[src/rtl/rfs_pkg.sv]
package rfs_pkg;
  typedef enum logic [1:0] {
    ST_WAIT   = 2'd0,
    ST_BURST  = 2'd1,
    ST_URGENT = 2'd2
  } rfs_state_e;
endpackage

[src/rtl/rfs_pend_ctr.sv]
module rfs_pend_ctr #(
  parameter int MAX_PEND = 8,
  parameter int CNT_W    = $clog2(MAX_PEND + 1)
) (
  input  logic             clk_i,
  input  logic             rst_ni,
  input  logic             inc_i,
  input  logic             dec_i,
  output logic [CNT_W-1:0] cnt_o,
  output logic [CNT_W-1:0] cnt_nxt_o
);
  localparam logic [CNT_W-1:0] MAX_V = CNT_W'(MAX_PEND);
  localparam logic [CNT_W-1:0] ONE_V = CNT_W'(1);

  logic [CNT_W-1:0] cnt_q, cnt_d;
  logic             dec_ok;
  logic             cnt_en;

  assign dec_ok = dec_i && (cnt_q != '0);

  always_comb begin
    cnt_d = cnt_q;
    unique case ({inc_i, dec_ok})
      2'b10:   if (cnt_q != MAX_V) cnt_d = cnt_q + ONE_V;
      2'b01:   cnt_d = cnt_q - ONE_V;
      default: cnt_d = cnt_q;
    endcase
  end

  assign cnt_en = inc_i || dec_ok;

  always_ff @(posedge clk_i or negedge rst_ni) begin
    if (!rst_ni) begin
      cnt_q <= '0;
    end else if (cnt_en) begin
      cnt_q <= cnt_d;
    end
  end

  assign cnt_o     = cnt_q;
  assign cnt_nxt_o = cnt_d;
endmodule

[src/rtl/rfs_idle_mon.sv]
module rfs_idle_mon #(
  parameter int IDLE_W = 4
) (
  input  logic              clk_i,
  input  logic              rst_ni,
  input  logic              bufs_empty_i,
  input  logic [IDLE_W-1:0] cfg_idle_i,
  output logic [IDLE_W-1:0] idle_cnt_o,
  output logic              window_ok_o
);
  localparam logic [IDLE_W-1:0] IDLE_MAX = {IDLE_W{1'b1}};

  logic [IDLE_W-1:0] idle_q, idle_d;
  logic              idle_en;

  always_comb begin
    if (!bufs_empty_i)          idle_d = '0;
    else if (idle_q != IDLE_MAX) idle_d = idle_q + IDLE_W'(1);
    else                         idle_d = idle_q;
  end

  assign idle_en = (idle_d != idle_q);

  always_ff @(posedge clk_i or negedge rst_ni) begin
    if (!rst_ni) begin
      idle_q <= '0;
    end else if (idle_en) begin
      idle_q <= idle_d;
    end
  end

  assign idle_cnt_o  = idle_q;
  assign window_ok_o = bufs_empty_i && (idle_q >= cfg_idle_i);
endmodule

[src/rtl/rfs_fsm.sv]
module rfs_fsm
  import rfs_pkg::*;
#(
  parameter int CNT_W = 4
) (
  input  logic             clk_i,
  input  logic             rst_ni,
  input  logic [CNT_W-1:0] pend_i,
  input  logic [CNT_W-1:0] pend_nxt_i,
  input  logic [CNT_W-1:0] limit_i,
  input  logic             window_ok_i,
  input  logic             bufs_empty_i,
  input  logic             sr_gate_i,
  input  logic             ack_i,
  output rfs_state_e       state_o
);
  rfs_state_e state_q, state_d;
  logic       state_en;

  always_comb begin
    state_d = state_q;
    unique case (state_q)
      ST_WAIT: begin
        if (pend_i >= limit_i)
          state_d = ST_URGENT;
        else if ((pend_i != '0) && window_ok_i && sr_gate_i)
          state_d = ST_BURST;
      end
      ST_BURST: begin
        if (ack_i) begin
          if ((pend_nxt_i != '0) && bufs_empty_i && sr_gate_i) state_d = ST_BURST;
          else                                                   state_d = ST_WAIT;
        end
      end
      ST_URGENT: begin
        if (ack_i) state_d = ST_WAIT;
      end
      default: state_d = ST_WAIT;
    endcase
  end

  assign state_en = (state_d != state_q);

  always_ff @(posedge clk_i or negedge rst_ni) begin
    if (!rst_ni) begin
      state_q <= ST_WAIT;
    end else if (state_en) begin
      state_q <= state_d;
    end
  end

  assign state_o = state_q;
endmodule

[src/rtl/rfs_sched.sv]
module rfs_sched
  import rfs_pkg::*;
#(
  parameter int MAX_PEND = 8,
  parameter int IDLE_W   = 4,
  parameter int CNT_W    = $clog2(MAX_PEND + 1)
) (
  input  logic              clk_i,
  input  logic              rst_ni,
  input  logic              ivl_tick_i,
  input  logic              rdq_empty_i,
  input  logic              wrq_empty_i,
  input  logic [CNT_W-1:0]  cfg_limit_i,
  input  logic [IDLE_W-1:0] cfg_idle_i,
  input  logic              sr_defer_en_i,
  input  logic              sr_active_i,
  input  logic              ref_ack_i,
  output logic              ref_req_o,
  output logic              ref_urgent_o
);
  localparam logic [CNT_W-1:0] MAX_V = CNT_W'(MAX_PEND);

  logic              rst_s1_q, rst_sync_n;
  logic              bufs_empty;
  logic              sr_gate;
  logic              ack_taken;
  logic [CNT_W-1:0]  lim_eff;
  logic [CNT_W-1:0]  pend_cnt, pend_nxt;
  logic [IDLE_W-1:0] idle_cnt;
  logic              window_ok;
  rfs_state_e        state;

  always_ff @(posedge clk_i or negedge rst_ni) begin
    if (!rst_ni) begin
      rst_s1_q   <= 1'b0;
      rst_sync_n <= 1'b0;
    end else begin
      rst_s1_q   <= 1'b1;
      rst_sync_n <= rst_s1_q;
    end
  end

  assign bufs_empty = rdq_empty_i && wrq_empty_i;
  assign sr_gate    = !sr_defer_en_i || sr_active_i;
  assign ack_taken  = ref_ack_i && (state != ST_WAIT);

  always_comb begin
    if (cfg_limit_i == '0)        lim_eff = CNT_W'(1);
    else if (cfg_limit_i > MAX_V) lim_eff = MAX_V;
    else                          lim_eff = cfg_limit_i;
  end

  rfs_pend_ctr #(.MAX_PEND(MAX_PEND), .CNT_W(CNT_W)) u_pend (
    .clk_i     (clk_i),
    .rst_ni    (rst_sync_n),
    .inc_i     (ivl_tick_i),
    .dec_i     (ack_taken),
    .cnt_o     (pend_cnt),
    .cnt_nxt_o (pend_nxt)
  );

  rfs_idle_mon #(.IDLE_W(IDLE_W)) u_idle (
    .clk_i        (clk_i),
    .rst_ni       (rst_sync_n),
    .bufs_empty_i (bufs_empty),
    .cfg_idle_i   (cfg_idle_i),
    .idle_cnt_o   (idle_cnt),
    .window_ok_o  (window_ok)
  );

  rfs_fsm #(.CNT_W(CNT_W)) u_fsm (
    .clk_i        (clk_i),
    .rst_ni       (rst_sync_n),
    .pend_i       (pend_cnt),
    .pend_nxt_i   (pend_nxt),
    .limit_i      (lim_eff),
    .window_ok_i  (window_ok),
    .bufs_empty_i (bufs_empty),
    .sr_gate_i    (sr_gate),
    .ack_i        (ref_ack_i),
    .state_o      (state)
  );

  assign ref_req_o    = (state != ST_WAIT);
  assign ref_urgent_o = (state == ST_URGENT);
endmodule

[config.mk]
export PLATFORM = sky130hd
export DESIGN_NAME = rfs_sched
export DESIGN_NICKNAME = d
export VERILOG_FILES = /design/src/rtl/rfs_pkg.sv /design/src/rtl/rfs_pend_ctr.sv /design/src/rtl/rfs_idle_mon.sv /design/src/rtl/rfs_fsm.sv /design/src/rtl/rfs_sched.sv
export SDC_FILE = /design/constraint.sdc
export NUM_CORES = 1
export LEC_CHECK = 0
export CAP_MARGIN = 0
export CORE_MARGIN = 2
export CORE_UTILIZATION = 50
export DETAILED_ROUTE_END_ITERATION = 12
export PLACE_DENSITY_LB_ADDON = 0.2
export SLEW_MARGIN = 10
export SYNTH_ARGS = -nofsm -noshare
export SYNTH_HDL_FRONTEND = slang
export SYNTH_SLANG_ARGS = --single-unit
[constraint.sdc]
create_clock -name clk_i -period 1.5 [get_ports clk_i]
set_input_delay 0.15 -clock clk_i [delete_from_list [all_inputs] [get_ports clk_i]]
set_output_delay 0.15 -clock clk_i [all_outputs]
set_load 0.02 [all_outputs]
==> impl_summary.md <==
CTS
The number of hold buffers added after CTS was 0. The tree built by TritonCTS fans out to 12 sinks. The master cell of the clock root buffer is sky130_fd_sc_hd__clkbuf_4. In this run the number of H-tree levels came out at 1.

TritonCTS built the clock tree. The CTS buffer count is 3. The clock reaches the later pin of the worst-skew pair after around 0.28 ns. The number of buffers between clock root and the deepest sink is 2.

The clock-pin slew on the worst setup and hold paths is ~0.09 ns.

Timing
The smallest clock period supported by the final layout is computed as 2.665 ns. The maximum clock rate is between 0.3 and 0.4 GHz. The maximum clock skew at final layout is about 0.0083 ns. Setup violations remaining at the end of the flow were counted as 6. The worst hold-check slack is around 0.023 ns. The final count of hold timing violations is 0.

Once routing completed, OpenROAD measured the worst setup slack at -1.165 ns. Setup repair after global routing could not meet its margin everywhere. The number of max-slew violations in the final report is 0. The post-route fraction of the period consumed by the critical path is 177.7%.

Worst setup path
The element type at the critical path start is a register. At the worst endpoint, the required time is 1.66 ns. The endpoint arrival time on the critical path is 2.83 ns. The kind of capture point of the worst setup path is a register. The critical path in this run is classified as register to register. The biggest fanout along the worst timing path is 8.

Yosys
The proportion of synthesized area in mux cells is 5.959%. The number of instances in the synthesized netlist is 110. Dividing the synthesized area by the synthesized cell count gives between 8 and 9 µm². The commonest cells after synthesis are sky130_fd_sc_hd__ha_1, sky130_fd_sc_hd__inv_1, sky130_fd_sc_hd__dfrtp_1.

The library cell with the largest summed area after synthesis is sky130_fd_sc_hd__dfrtp_1. In the synthesized netlist the async set-or-reset flop fraction comes to 100.0%. The area share of and/or/nand/nor cells after synthesis is a little under a quarter. The count of warnings emitted by yosys is 0.

The most common cell in the synthesized netlist is sky130_fd_sc_hd__ha_1. In this run the biggest area consumer among cell types represents a little under a third of the synthesized area. By area, the combinational part of the netlist is dominated by simple AND/OR/NAND/NOR gates.

Summing the areas of all compound-gate instances in the mapped netlist gives between 10 and 15% of the synthesized area. By area the synthesized netlist is led by sky130_fd_sc_hd__dfrtp_1, sky130_fd_sc_hd__ha_1, sky130_fd_sc_hd__inv_1. Of the total synthesized cell area, the portion taken by full adders, half adders and majority gates is between 15 and 20%. The total nets after synthesis is 140. The sequential element share of the synthesized area is 31.09%. The most used flip-flop cell after synthesis is sky130_fd_sc_hd__dfrtp_1.

The synthesized design contains 12 register bits. The synthesized netlist occupies a cell area of 965.9 µm². The synthesized netlist devotes less than 1% of its cell area to XOR and XNOR gates.

The number of distinct standard cells referenced by the synthesized netlist is 32. In this run, synthesis inferred 0 flip-flops with an integrated enable.

GRT
Entering global routing, the biggest net connects 11 pins. Global routing finished with a remaining overflow of 0. The initial antenna violation count is 0. The via count of the first global-routing pass is between 900 and 1k. The global routing usage summed across all routing layers is a little over a quarter.

The first global-routing pass estimated approximately 4200 µm of wire.

Floorplanning
The effective utilization at floorplan is between 50% and 60%. 18 I/O pins were placed. The floorplan has 15 rows. The placeable core region is 0.001764 mm². Measured along the y axis, the die boundary spans around 48 µm. The die is 47.95 µm wide. The area of the die is around 0.0023 mm².

Finish
The area growth from synthesis to layout is 64.51%. The post-route cell area is 0.001589 mm². Measured on the finished design, the core utilization comes to between 90% and 100%.

The repair_antennas step left the layout with diodes totalling 0. The final layout contains 194 nets. In the final layout, the share of cells above drive strength 1 is a little under two fifths. The count of fill cells added during filler insertion is 76.

Pwr
Summed over all cells, the static leakage comes to roughly 0.00077 µW. The ratio of total power to cell area is between 1500 and 2000 mW/mm². The worst-case IR drop observed on VDD is approximately 0.0014 V.

Detailed routing
In this run, the number of DRC markers left after iteration 0 of detailed routing was 18. After detailed routing, the number of vias per cell comes to 5.601. The DRC violation count after routing is 0. The residual antenna-violating net count after detailed routing is 0. The total vias in the final route is between 1k and 1.5k. The first-pass iteration count of the detailed router is 4. Dividing the detail-routed wire length by the instance count gives 17.29 µm. Summed over all layers, the routed wires come to around 3300 µm.

Flow run
Max-cap violations in this run came to 0.

Run status
The checks that failed: negative setup slack. The flow ran to the end, but the final reports show violations.

Placed design
The post-detailed-placement cell area is between 0.001 and 0.0015 mm². The placer's final routability congestion estimate is between 0.9 and 1. The half-perimeter wire length of the detailed placement result is ~2000 µm. In this run the tool buffered the top-level ports with 17 buffer cells.

Hold path
The class of the worst hold path is primary input to async pin.
## metal layers
metal | up-vias | GRT usage (%) | share of wire (%)
met5 | - | 0 | 0
met4 | 0 | 9.189 | 4.6
met3 | 18 | 4.906 | 5.2
met2 | 44 | 47.20 | 49
met1 | 499 | 31.32 | 41
li1 | 492 | - | -
## critical path, cell delays in order, from the launching register on
cell and delay, ns:
sky130_fd_sc_hd__dfrtp_1 0.37, sky130_fd_sc_hd__inv_2 0.06, sky130_fd_sc_hd__ha_4 0.15, sky130_fd_sc_hd__nand3b_1 0.12
sky130_fd_sc_hd__nand3_2 0.14, sky130_fd_sc_hd__ha_4 0.28, sky130_fd_sc_hd__nor2b_4 0.13, sky130_fd_sc_hd__mux2_4 0.25
sky130_fd_sc_hd__a221o_1 0.33, sky130_fd_sc_hd__or4_1 0.41, sky130_fd_sc_hd__a311o_1 0.31
## power breakdown
part	switching [µW]	leakage, µW	total [µW]	internal, µW
combinational	804	0.000597	1780	973
sequential	49.8	0.000153	443	393
clock	121	0.0000210	268	148
## logic make-up (layout without fill, tap and decap cells)
logic type	count (synthesis)	in the layout
flops	12	12
xor+xnor	1	1
other cells	1	1
compound gates	20	20
fa+ha+maj	14	14
mux	5	5
buf+inv	14	67
simple gates	43	43
## cell usage in the layout, fill, tap and decap left out, drive strengths merged
cell           count
buf               33
clkdlybuf4s50     15
ha                14
inv               13
dfrtp             12
nor2              11
nand2              7
a21oi              7
nor3               6
nor2b              5
clkbuf             5
nand3              4
mux2               3
o21ai              3
nand3b             2
and3b              2
a311o              2
nand2b             2
mux2i              2
xnor2              1
a21bo              1
a221o              1
nor3b              1
a31oi              1
a22o               1
and2b              1
o221ai             1
or4                1
o2111ai            1
a21o               1
a211oi             1
and2               1
clkdlybuf4s15      1
conb               1
## flip-flops by register name (all words and copies together) (netlist names)
register           count
rst_sync_n             1
rst_s1_q               1
u_idle.idle_cnt_o      4
u_pend.cnt_o           4
u_fsm.state_o          2
## cell type report
class / count / area [µm²] / share of cell area [%]
sequential: 12 / 300.3 / 18.90
inverter: 13 / 51.30 / 3.228
clock buffer: 4 / 36.28 / 2.283
timing repair buffer: 50 / 424.2 / 26.69
multi-input combinational: 84 / 745.7 / 46.93
tap: 25 / 31.28 / 1.969
## worst paths after layout
path / endpoint / cells after the start / slack [ns] / from
setup / recovery: u_fsm.state_o[0]$_DFFE_PN0P_ / 10 / -1.17 / u_pend.cnt_o[0]$_DFFE_PN0P_
hold / removal: rst_s1_q$_DFF_PN0_ / 1 / 0.02 / rst_ni
setup reg to reg: u_fsm.state_o[0]$_DFFE_PN0P_ / 10 / -1.17 / u_pend.cnt_o[0]$_DFFE_PN0P_
hold reg to reg: u_pend.cnt_o[2]$_DFFE_PN0P_ / 0 / 0.16 / rst_sync_n$_DFF_PN0_
max in group asynchronous: u_idle.idle_cnt_o[2]$_DFFE_PN0P_ / 0 / 1.04 / rst_sync_n$_DFF_PN0_
min in group clk_i: rst_sync_n$_DFF_PN0_ / 0 / 0.36 / rst_s1_q$_DFF_PN0_
## what timing repair did
| item | CTS | global route |
|---|---|---|
| pin swaps | 6 | 9 |
| gates cloned | 0 | 0 |
| endpoints found under the setup margin | 8 | 8 |
| gates resized for setup | 6 | 23 |
| setup buffers | 4 | 4 |
## stage by stage
| step | power, µW | setup slack, ns | cells | setup TNS, ns |
|---|---|---|---|---|
| after global routing | 2639 | -1.243 | 188 | -4.299 |
| final | 2489 | -1.165 | 188 | -3.728 |
| after detailed placement | 1759 | -1.186 | 176 | -3.468 |
| after global placement | 1702 | -1.084 | 176 | -3.161 |
| after CTS | 2128 | -1.116 | 184 | -3.215 |
| after floorplan | 1173 | -1.231 | 110 | -3.069 |
No activity file was read; power rests on OpenSTA's default activity.
